File: src/rtl/mem_arb_pkg.sv
package mem_arb_pkg;

  typedef enum logic {
    KIND_LOAD  = 1'b0,
    KIND_STORE = 1'b1
  } req_kind_e;

  // Extra stamp bits beyond what the combined queue depth needs, so the
  // signed difference of any two queued stamps never wraps.
  localparam int STAMP_GUARD_BITS = 2;

endpackage

File: src/rtl/arb_fifo.sv
module arb_fifo #(
  parameter int WIDTH = 8,
  parameter int DEPTH = 4
) (
  input  logic             clk,
  input  logic             rst,
  input  logic             push,
  input  logic [WIDTH-1:0] din,
  input  logic             pop,
  output logic [WIDTH-1:0] dout,
  output logic             full,
  output logic             empty
);

  localparam int PW = (DEPTH > 1) ? $clog2(DEPTH) : 1;
  localparam int CW = $clog2(DEPTH + 1);
  localparam logic [PW-1:0] LAST_IDX = PW'(DEPTH - 1);
  localparam logic [CW-1:0] CAP      = CW'(DEPTH);

  logic [WIDTH-1:0] store_mem [DEPTH];
  logic [PW-1:0]    wr_idx, rd_idx;
  logic [CW-1:0]    fill;
  logic             do_push, do_pop;

  assign full    = (fill == CAP);
  assign empty   = (fill == '0);
  assign do_push = push && !full;
  assign do_pop  = pop && !empty;
  assign dout    = store_mem[rd_idx];

  always_ff @(posedge clk) begin
    if (do_push) store_mem[wr_idx] <= din;
  end

  always_ff @(posedge clk) begin
    if (rst) begin
      wr_idx <= '0;
      rd_idx <= '0;
      fill   <= '0;
    end else begin
      if (do_push) wr_idx <= (wr_idx == LAST_IDX) ? '0 : wr_idx + 1'b1;
      if (do_pop)  rd_idx <= (rd_idx == LAST_IDX) ? '0 : rd_idx + 1'b1;
      case ({do_push, do_pop})
        2'b10:   fill <= fill + 1'b1;
        2'b01:   fill <= fill - 1'b1;
        default: fill <= fill;
      endcase
    end
  end

endmodule

File: src/rtl/stamp_counter.sv
module stamp_counter #(
  parameter int TS_W = 4
) (
  input  logic            clk,
  input  logic            rst,
  input  logic            adv,
  output logic [TS_W-1:0] stamp
);

  always_ff @(posedge clk) begin
    if (rst)      stamp <= '0;
    else if (adv) stamp <= stamp + 1'b1;
  end

endmodule

File: src/rtl/order_pick.sv
module order_pick #(
  parameter int TS_W = 4
) (
  input  logic            ld_avail,
  input  logic [TS_W-1:0] ld_ts,
  input  logic            st_avail,
  input  logic [TS_W-1:0] st_ts,
  output logic            pick_any,
  output logic            pick_store
);

  logic [TS_W-1:0] gap;
  logic            load_first;

  // Load strictly older when (ld - st) is negative in modular arithmetic;
  // equal stamps leave load_first low, so the store wins the tie.
  assign gap        = ld_ts - st_ts;
  assign load_first = gap[TS_W-1];
  assign pick_any   = ld_avail || st_avail;
  assign pick_store = st_avail && (!ld_avail || !load_first);

endmodule

File: src/rtl/mem_req_arbiter.sv
module mem_req_arbiter
  import mem_arb_pkg::*;
#(
  parameter int AW        = 32,
  parameter int DW        = 32,
  parameter int LQ_DEPTH  = 8,
  parameter int SQ_DEPTH  = 8,
  parameter int RSP_DEPTH = 8
) (
  input  logic          clk,
  input  logic          rst,
  input  logic          ld_valid,
  output logic          ld_ready,
  input  logic [AW-1:0] ld_addr,
  input  logic          st_valid,
  output logic          st_ready,
  input  logic [AW-1:0] st_addr,
  input  logic [DW-1:0] st_data,
  output logic          mem_req_valid,
  input  logic          mem_req_ready,
  output logic          mem_req_write,
  output logic [AW-1:0] mem_req_addr,
  output logic [DW-1:0] mem_req_wdata,
  input  logic          mem_rsp_valid,
  input  logic [DW-1:0] mem_rsp_data,
  output logic          rsp_valid,
  input  logic          rsp_ready,
  output logic [DW-1:0] rsp_data
);

  localparam int TS_W = $clog2(LQ_DEPTH + SQ_DEPTH) + STAMP_GUARD_BITS;
  localparam int LQ_W = TS_W + AW;
  localparam int SQ_W = TS_W + AW + DW;
  localparam int CRW  = $clog2(RSP_DEPTH + 1);
  localparam logic [CRW-1:0] CREDIT_MAX = CRW'(RSP_DEPTH);

  // Arrival stamping
  logic [TS_W-1:0] cur_ts;
  logic            ld_fire, st_fire;

  assign ld_fire = ld_valid && ld_ready;
  assign st_fire = st_valid && st_ready;

  stamp_counter #(.TS_W(TS_W)) u_stamp (
    .clk   (clk),
    .rst   (rst),
    .adv   (ld_fire || st_fire),
    .stamp (cur_ts)
  );

  // Per-source queues
  logic            lq_full, lq_empty, sq_full, sq_empty;
  logic [LQ_W-1:0] lq_dout;
  logic [SQ_W-1:0] sq_dout;
  logic            issue, issue_store;

  assign ld_ready = !lq_full;
  assign st_ready = !sq_full;

  arb_fifo #(.WIDTH(LQ_W), .DEPTH(LQ_DEPTH)) u_load_q (
    .clk   (clk),
    .rst   (rst),
    .push  (ld_fire),
    .din   ({cur_ts, ld_addr}),
    .pop   (issue && !issue_store),
    .dout  (lq_dout),
    .full  (lq_full),
    .empty (lq_empty)
  );

  arb_fifo #(.WIDTH(SQ_W), .DEPTH(SQ_DEPTH)) u_store_q (
    .clk   (clk),
    .rst   (rst),
    .push  (st_fire),
    .din   ({cur_ts, st_addr, st_data}),
    .pop   (issue && issue_store),
    .dout  (sq_dout),
    .full  (sq_full),
    .empty (sq_empty)
  );

  logic [TS_W-1:0] lq_ts, sq_ts, issue_ts;
  logic [AW-1:0]   lq_addr, sq_addr;
  logic [DW-1:0]   sq_data;

  assign lq_ts   = lq_dout[LQ_W-1 -: TS_W];
  assign lq_addr = lq_dout[AW-1:0];
  assign sq_ts   = sq_dout[SQ_W-1 -: TS_W];
  assign sq_addr = sq_dout[AW+DW-1 -: AW];
  assign sq_data = sq_dout[DW-1:0];

  // Ordering
  logic pick_any, pick_store;

  order_pick #(.TS_W(TS_W)) u_pick (
    .ld_avail   (!lq_empty),
    .ld_ts      (lq_ts),
    .st_avail   (!sq_empty),
    .st_ts      (sq_ts),
    .pick_any   (pick_any),
    .pick_store (pick_store)
  );

  // Response credit: loads sent plus responses still buffered
  logic [CRW-1:0] credit_cnt;
  logic           credit_ok, slot_free, rsp_take;

  assign credit_ok   = (credit_cnt < CREDIT_MAX);
  assign slot_free   = !mem_req_valid || mem_req_ready;
  assign issue       = slot_free && pick_any && (pick_store || credit_ok);
  assign issue_store = pick_store;
  assign issue_ts    = pick_store ? sq_ts : lq_ts;
  assign rsp_take    = rsp_valid && rsp_ready;

  always_ff @(posedge clk) begin
    if (rst) begin
      credit_cnt <= '0;
    end else begin
      case ({issue && !issue_store, rsp_take})
        2'b10:   credit_cnt <= credit_cnt + 1'b1;
        2'b01:   credit_cnt <= credit_cnt - 1'b1;
        default: credit_cnt <= credit_cnt;
      endcase
    end
  end

  // Registered request stage
  req_kind_e     req_kind;
  logic [AW-1:0] req_addr;
  logic [DW-1:0] req_wdata;
  logic          req_v;

  always_ff @(posedge clk) begin
    if (rst) begin
      req_v     <= 1'b0;
      req_kind  <= KIND_LOAD;
      req_addr  <= '0;
      req_wdata <= '0;
    end else if (slot_free) begin
      req_v <= issue;
      if (issue) begin
        req_kind  <= issue_store ? KIND_STORE : KIND_LOAD;
        req_addr  <= issue_store ? sq_addr : lq_addr;
        req_wdata <= issue_store ? sq_data : '0;
      end
    end
  end

  assign mem_req_valid = req_v;
  assign mem_req_write = (req_kind == KIND_STORE);
  assign mem_req_addr  = req_addr;
  assign mem_req_wdata = req_wdata;

  // In-order load responses
  logic rsp_empty, rsp_full;

  arb_fifo #(.WIDTH(DW), .DEPTH(RSP_DEPTH)) u_rsp_q (
    .clk   (clk),
    .rst   (rst),
    .push  (mem_rsp_valid),
    .din   (mem_rsp_data),
    .pop   (rsp_take),
    .dout  (rsp_data),
    .full  (rsp_full),
    .empty (rsp_empty)
  );

  assign rsp_valid = !rsp_empty;

endmodule

File: config.mk
export PLATFORM = sky130hd
export DESIGN_NAME = mem_req_arbiter
export DESIGN_NICKNAME = d
export VERILOG_FILES = /design/src/rtl/mem_arb_pkg.sv /design/src/rtl/arb_fifo.sv /design/src/rtl/stamp_counter.sv /design/src/rtl/order_pick.sv /design/src/rtl/mem_req_arbiter.sv
export SDC_FILE = /design/constraint.sdc
export NUM_CORES = 1
export LEC_CHECK = 0
export ABC_AREA = 0
export BUFFER_PORTS_ARGS = -buffer_cell sky130_fd_sc_hd__buf_2
export CAP_MARGIN = 20
export CORE_ASPECT_RATIO = 2
export CORE_UTILIZATION = 40
export CTS_BUF_LIST = sky130_fd_sc_hd__clkbuf_16
export CTS_CLUSTER_SIZE = 14
export DETAILED_ROUTE_END_ITERATION = 10
export GPL_ROUTABILITY_DRIVEN = 0
export PLACE_DENSITY = 0.53
export SLEW_MARGIN = 10
export SYNTH_ARGS = -nofsm -noshare
export SYNTH_HDL_FRONTEND = slang
export SYNTH_SLANG_ARGS = --single-unit
File: constraint.sdc
create_clock -name clk -period 19 [get_ports clk]
set_input_delay 0.95 -clock clk [delete_from_list [all_inputs] [get_ports clk]]
set_output_delay 0.95 -clock clk [all_outputs]
set_load 0.01 [all_outputs]
### Yosys cells after proc, flatten, opt, wreduce, memory -nomap -nowiden

Memory sizes are Yosys's and may differ from the RTL's. A register that Yosys moved wholly into a read port is not among the register bits.
Cells that the tools add are included.

* bits in registers: 106
* RAM bits: 1120
* input bits: 135
* memories kept: 3
* logic and storage cells: 113

Memory list
* u_store_q.store_mem: depth 8, width 70, rd ports 1, clocked after Yosys merged registers in 1, wr ports 1, RTL line arb_fifo.sv:20 `logic [WIDTH-1:0] store_mem [DEPTH];`
* u_load_q.store_mem: depth 8, width 38, rd ports 1, clocked after Yosys merged registers in 1, wr ports 1, RTL line arb_fifo.sv:20
* u_rsp_q.store_mem: depth 8, width 32, rd ports 1, clocked after Yosys merged registers in 1, wr ports 1, RTL line arb_fifo.sv:20

* multiplexer cells: 25
* eq/ne operators: 17
* add/subtract/negate cells: 16
* reduce and logical (&&, ||, !) cells: 36
* magnitude comparators: 1

Operators with widths (number)
* 32-bit two-way mux: 2
* 3-bit two-way mux: 12
* 4-bit case mux with 2 select lines: 4
* 3-bit by 1-bit adder with 3-bit output (second input constant): 6
* 3-bit == test (second input constant): 6
* 4-bit by 1-bit adder with 4-bit output (second input constant): 4
* 4-bit by 1-bit subtractor with 4-bit output (second input constant): 4
* 1-bit logical AND: 14
* 4-bit == test (second input constant): 3
* 4-bit zero test: 3
* 1-bit zero test: 9
* 2-bit by 1-bit == test with 1-bit output (second input constant): 4
* 2-bit == test (second input constant): 4
* 2-bit nonzero test: 4
* 1-bit two-way mux: 7
* 6-bit by 1-bit adder with 6-bit output (second input constant): 1
* 6-bit subtractor: 1
* 1-bit logical OR: 5
* 4-bit less-than comparator (second input constant): 1
* 2-bit AND reduction: 1

### Depth between registers and ports, before layout

* depth after elaboration: 10
* mapped depth: 23

### Cells and area by module

From an unflattened synthesis, not the netlist that was laid out.

* cell total of the unflattened synthesis: 2170
* area total of the unflattened synthesis: 47281.6 um^2

Modules (own cells, without submodules)
* arb_fifo (u_store_q): seq. area each 17076.4 um^2, area an instance 21713.3 um^2, cells each 890, times used 1
* arb_fifo (u_load_q): seq. area each 9389.0 um^2, area an instance 12090.3 um^2, cells each 518, times used 1
* arb_fifo (u_rsp_q): seq. area each 7947.6 um^2, area an instance 10430.0 um^2, cells each 450, times used 1
* mem_req_arbiter: seq. area each 1401.3 um^2, area an instance 2650.0 um^2, cells each 268, times used 1
* stamp_counter: seq. area each 120.1 um^2, area an instance 239.0 um^2, cells each 24, times used 1
* order_pick: seq. area each 0.0 um^2, area an instance 158.9 um^2, cells each 20, times used 1

### Least setup slack after synthesis

OpenSTA, ideal clock, no wires.

* kind: input to register
* start point: input port st_valid
* end point: memory u_store_q.store_mem[0][0] in the netlist's numbering (enable)
* cell stages on the path: 3
* arrival: 7.873 ns
* path slack: 10.457 ns
* library setup time: 0.671 ns
* cell sequence: nand2_1 > clkbuf_1 > nor4_1

* cells in the longest elaborated chain, start to end: 4

Ends and longest elaborated chain
* start: declaration: RTL line mem_req_arbiter.sv:15 `input logic st_valid,`
* 1-bit logical AND: RTL line mem_req_arbiter.sv:42 `assign st_fire = st_valid && st_ready;`
* 1-bit logical AND: RTL line arb_fifo.sv:27 `assign do_push = push && !full;`
* 1-bit two-way mux: RTL line arb_fifo.sv:32 `if (do_push) store_mem[wr_idx] <= din;`
* 1-bit two-way mux (not written as such): RTL line arb_fifo.sv:32
* end: declaration: RTL line arb_fifo.sv:20

No other way between the ends.

==> load_flow_metrics.sql <==
INSERT INTO impl_metrics (metric_group, metric, value, unit) VALUES
('outcome', 'run_status', 'finished clean', ''),
('setup_path', 'startpoint_type', 'register', ''),
('sta', 'slew_hr', '27.00', '%'),
('synthesis', 'synth.cells.most_frequent', 'sky130_fd_sc_hd__edfxtp_1 (1120), sky130_fd_sc_hd__mux4_2 (279), sky130_fd_sc_hd__mux2_2 (134), sky130_fd_sc_hd__dfxtp_1 (115), sky130_fd_sc_hd__nor2_1 (87)', ''),
('setup_path', 'required', '19.62', 'ns'),
('sta', 'worst-slew-pin-transition', '1.095', 'ns'),
('sta', 'fin_skew', '0.02273', 'ns'),
('sta', 'layout_worst_path_cycle_share', '30.50', '%'),
('synthesis', 'synth_edf_count', '1120', ''),
('global_route', 'grt_overflow', '0', ''),
('clocking', 'worst_skew_pair.late_latency', '0.71', 'ns'),
('setup_path', 'cpLargestDelayFamily', 'buffers and inverters', ''),
('sta', 'report.final.slew_viol_count', '0', ''),
('layout', 'nNetsFinal', '2632', ''),
('clocking', 'cts-root-to-sink-buffers', '3', ''),
('sta', 'setup_viol', '0', ''),
('flow_run', 'maxCapViolations', '0', ''),
('synthesis', 'synth.top_cell.area_share', '71.30', '%'),
('global_route', 'grt_first_pass_wirelength', '160600', 'µm'),
('setup_path', 'critical_path_buf_inv_count', '3', ''),
('global_route', 'first_global_vias', '24250', ''),
('clocking', 'cts_buffers', '108', ''),
('die', 'total_die_area', '119400', 'µm²'),
('place', 'place.port_buffers', '235', ''),
('routing', 'antenna_left', '0', ''),
('routing', 'wirelength', '109300', 'µm'),
('setup_path', 'timing.reg2reg.setup_slack', '13.20', 'ns'),
('synthesis', 'syn_nets', '2350', ''),
('layout', 'num-fill-cells', '9835', ''),
('setup_path', 'r2r-end', 'credit_cnt[2]', ''),
('die', 'num_io_pins', '236', ''),
('setup_path', 'timing.critical_path.to_type', 'register', ''),
('synthesis', 'synth_flop_cell', 'sky130_fd_sc_hd__edfxtp_1', ''),
('setup_path', 'worst-path-stages', '16', ''),
('synthesis', 'largest_cells_by_area_after_synthesis', 'sky130_fd_sc_hd__edfxtp_1 (71%), sky130_fd_sc_hd__mux4_2 (13%), sky130_fd_sc_hd__dfxtp_1 (4.9%), sky130_fd_sc_hd__mux2_2 (3.2%), sky130_fd_sc_hd__a22oi_2 (0.74%)', ''),
('sta', 'unrepaired_setup_endpoints_after_global_routing', 'false', ''),
('sta', 'finalWorstSetupSlack', '13.20', 'ns'),
('clocking', 'clock_input_transition_at_the_sequential_cells_of_the_worst_setup_and_hold_paths', '0.07', 'ns'),
('clocking', 'cts_htree_levels', '3', ''),
('clocking', 'cts_num_sinks', '1235', ''),
('synthesis', 'syn_inst', '2186', ''),
('place', 'placedCellCount', '3879', ''),
('synthesis', 'leading_cell_type_by_number_of_instances_after_synthesis', 'sky130_fd_sc_hd__edfxtp_1', ''),
('power', 'power.density', '134.2', 'nW/µm²'),
('routing', 'wl_per_cell', '26.77', 'µm'),
('layout', 'areaGrowthSynthToFinish', '13.61', '%'),
('setup_path', 'critical_path.slowest_cell', 'sky130_fd_sc_hd__dfxtp_4', ''),
('power', 'finalPower', '0.007194', 'W'),
('place', 'estimated_wirelength_of_the_detail_placed_design', '64600', 'µm'),
('clocking', 'cts_setup_buffers', '0', ''),
('synthesis', 'synth_area_leader_cell', 'sky130_fd_sc_hd__edfxtp_1', ''),
('clocking', 'cts-hold-fix-buffers', '0', ''),
('global_route', 'grt_start_max_net_pins', '115', ''),
('min_path', 'hold_path_startpoint', 'mem_req_addr[31]', ''),
('setup_path', 'critical_path.max_stage_delay', '0.96', 'ns'),
('setup_path', 'critical_path.max_fanout', '41', ''),
('clocking', 'cts_tree', 'done', ''),
('setup_path', 'worst-setup-path-type', 'reg -> reg', ''),
('power', 'power.ir.vdd_worst', '0.08791', 'mV'),
('die', 'floorplan.rows', '177', ''),
('routing', 'detail_route.drc_violations', '0', ''),
('die', 'floorplan.core_area', '116700', 'µm²'),
('sta', 'period_needed', '5.795', 'ns'),
('synthesis', 'ys_seq_elements', '1235', ''),
('global_route', 'number_of_antenna_violations_at_the_first_check_in_global_routing', '25', ''),
('synthesis', 'synthesis.area', '47170', 'µm²'),
('die', 'die_height', '487.6', 'µm'),
('synthesis', 'avgSynthCellArea', '21.58', 'µm²'),
('die', 'die_w', '244.8', 'µm'),
('clocking', 'resized_after_cts', '0', ''),
('synthesis', 'async_set_or_reset_register_ratio_after_synthesis', '0', '%');
## cells in the final DEF (no fill, tap or decap), types with 6 or more instances in the layout
cell type	synthesis	layout
sky130_fd_sc_hd__edfxtp_1	1120	1120
sky130_fd_sc_hd__mux4_2	279	279
sky130_fd_sc_hd__buf_2	8	234
sky130_fd_sc_hd__mux2_2	134	134
sky130_fd_sc_hd__clkbuf_16	0	108
sky130_fd_sc_hd__dfxtp_1	115	107
sky130_fd_sc_hd__nor2_1	87	78
sky130_fd_sc_hd__nand2_1	55	55
sky130_fd_sc_hd__buf_4	4	47
sky130_fd_sc_hd__inv_1	5	41
sky130_fd_sc_hd__a22oi_1	36	36
sky130_fd_sc_hd__clkinv_1	0	31
sky130_fd_sc_hd__a21oi_2	30	30
sky130_fd_sc_hd__a21oi_1	29	29
sky130_fd_sc_hd__a22oi_2	28	28
sky130_fd_sc_hd__ha_1	28	28
sky130_fd_sc_hd__mux2i_1	19	19
sky130_fd_sc_hd__xor2_1	14	14
sky130_fd_sc_hd__nand2b_1	12	12
sky130_fd_sc_hd__nor3_2	0	12
sky130_fd_sc_hd__clkinv_2	0	12
sky130_fd_sc_hd__o21ai_0	10	10
sky130_fd_sc_hd__nand3_1	8	8
sky130_fd_sc_hd__nor3_1	19	7
sky130_fd_sc_hd__bufinv_16	0	7
sky130_fd_sc_hd__nor2_4	0	6
sky130_fd_sc_hd__dfxtp_4	0	6
## kinds of logic (layout without fill, tap and decap cells)
kind of cell	Yosys count	count (layout)	share of synthesized area [%]
buffers and inverters	117	490	1.199
other	0	4	0
flip-flops	1235	1235	76.18
adder cells (fa/ha/maj)	29	29	0.7852
XOR/XNOR	20	20	0.3873
multiplexers	433	433	16.98
AND/OR/NAND/NOR	208	208	1.984
AO/OA/AOI/OAI	144	144	2.480
## worst min-delay path, delay by kind of cell, from the launching register on
family / cells / cell delay, ns
flip-flops: 1 / 0.31
AND/OR/NAND/NOR: 1 / 0.05
AO/OA/AOI/OAI: 1 / 0.05
## per-layer routing
layer | wire [µm] | track usage (%) | vias up
li1 | - | - | 9589
met2 | 60420 | 35.35 | 515
met4 | 2516 | 5.851 | 22
met1 | 40840 | 20.73 | 11790
met3 | 5422 | 3.403 | 183
met5 | 138 | 0 | -
## registers in the layout, indices dropped and copies added (netlist names), named ones only
register / flops
credit_cnt: 4
mem_req_addr: 32
mem_req_valid: 1
mem_req_wdata: 32
mem_req_write: 1
u_load_q.fill: 4
u_load_q.rd_idx: 3
u_load_q.store_mem: 304
u_load_q.wr_idx: 3
u_rsp_q.fill: 4
u_rsp_q.rd_idx: 3
u_rsp_q.store_mem: 256
u_rsp_q.wr_idx: 3
u_stamp.stamp: 6
u_store_q.fill: 4
u_store_q.rd_idx: 3
u_store_q.store_mem: 560
u_store_q.wr_idx: 3
## power breakdown
part	leakage, nW	switching, W	internal [W]
registers	11.1	0.000146	0.00316
clock network	1.75	0.000951	0.00112
logic	4.29	0.00100	0.000810
total	17.2	0.00210	0.00509
## cell type report
| type | instances | area, µm² | share of cell area, % |
|---|---|---|---|
| Sequential cell | 1235 | 35960 | 67.11 |
| Multi-Input combinational cell | 834 | 10820 | 20.18 |
| Clock buffer | 108 | 2703 | 5.044 |
| Tap cell | 1521 | 1903 | 3.552 |
| Timing Repair Buffer | 284 | 1575 | 2.940 |
| Clock inverter | 93 | 600.6 | 1.121 |
| Inverter | 5 | 18.77 | 0.03502 |
| Antenna cell | 4 | 10.01 | 0.01868 |
## worst min path at each step
stage / to / slack (ns) / cells after the start
finish: mem_req_addr[31] / 0.46 / 2
global route: mem_req_addr[4] / 0.47 / 2
CTS: u_rsp_q.store_mem[7][16] / 0.43 / 1
detailed placement: mem_req_addr[31] / 0.45 / 2
global placement: mem_req_addr[1] / 0.44 / 2
floorplan: register / 0.45 / 2
## through the flow
| step | util (%) | hold slack, ns | area [µm²] |
|---|---|---|---|
| floorplan | - | 0.4547 | 47170 |
| global placement | 43.06 | 0.4426 | 50250 |
| detailed placement | 43.07 | 0.4474 | 50270 |
| CTS | 45.90 | 0.4325 | 53580 |
| global route | 45.91 | 0.4717 | 53580 |
| finish | 45.91 | 0.4570 | 53590 |
Power figures use the tool's default switching activity.
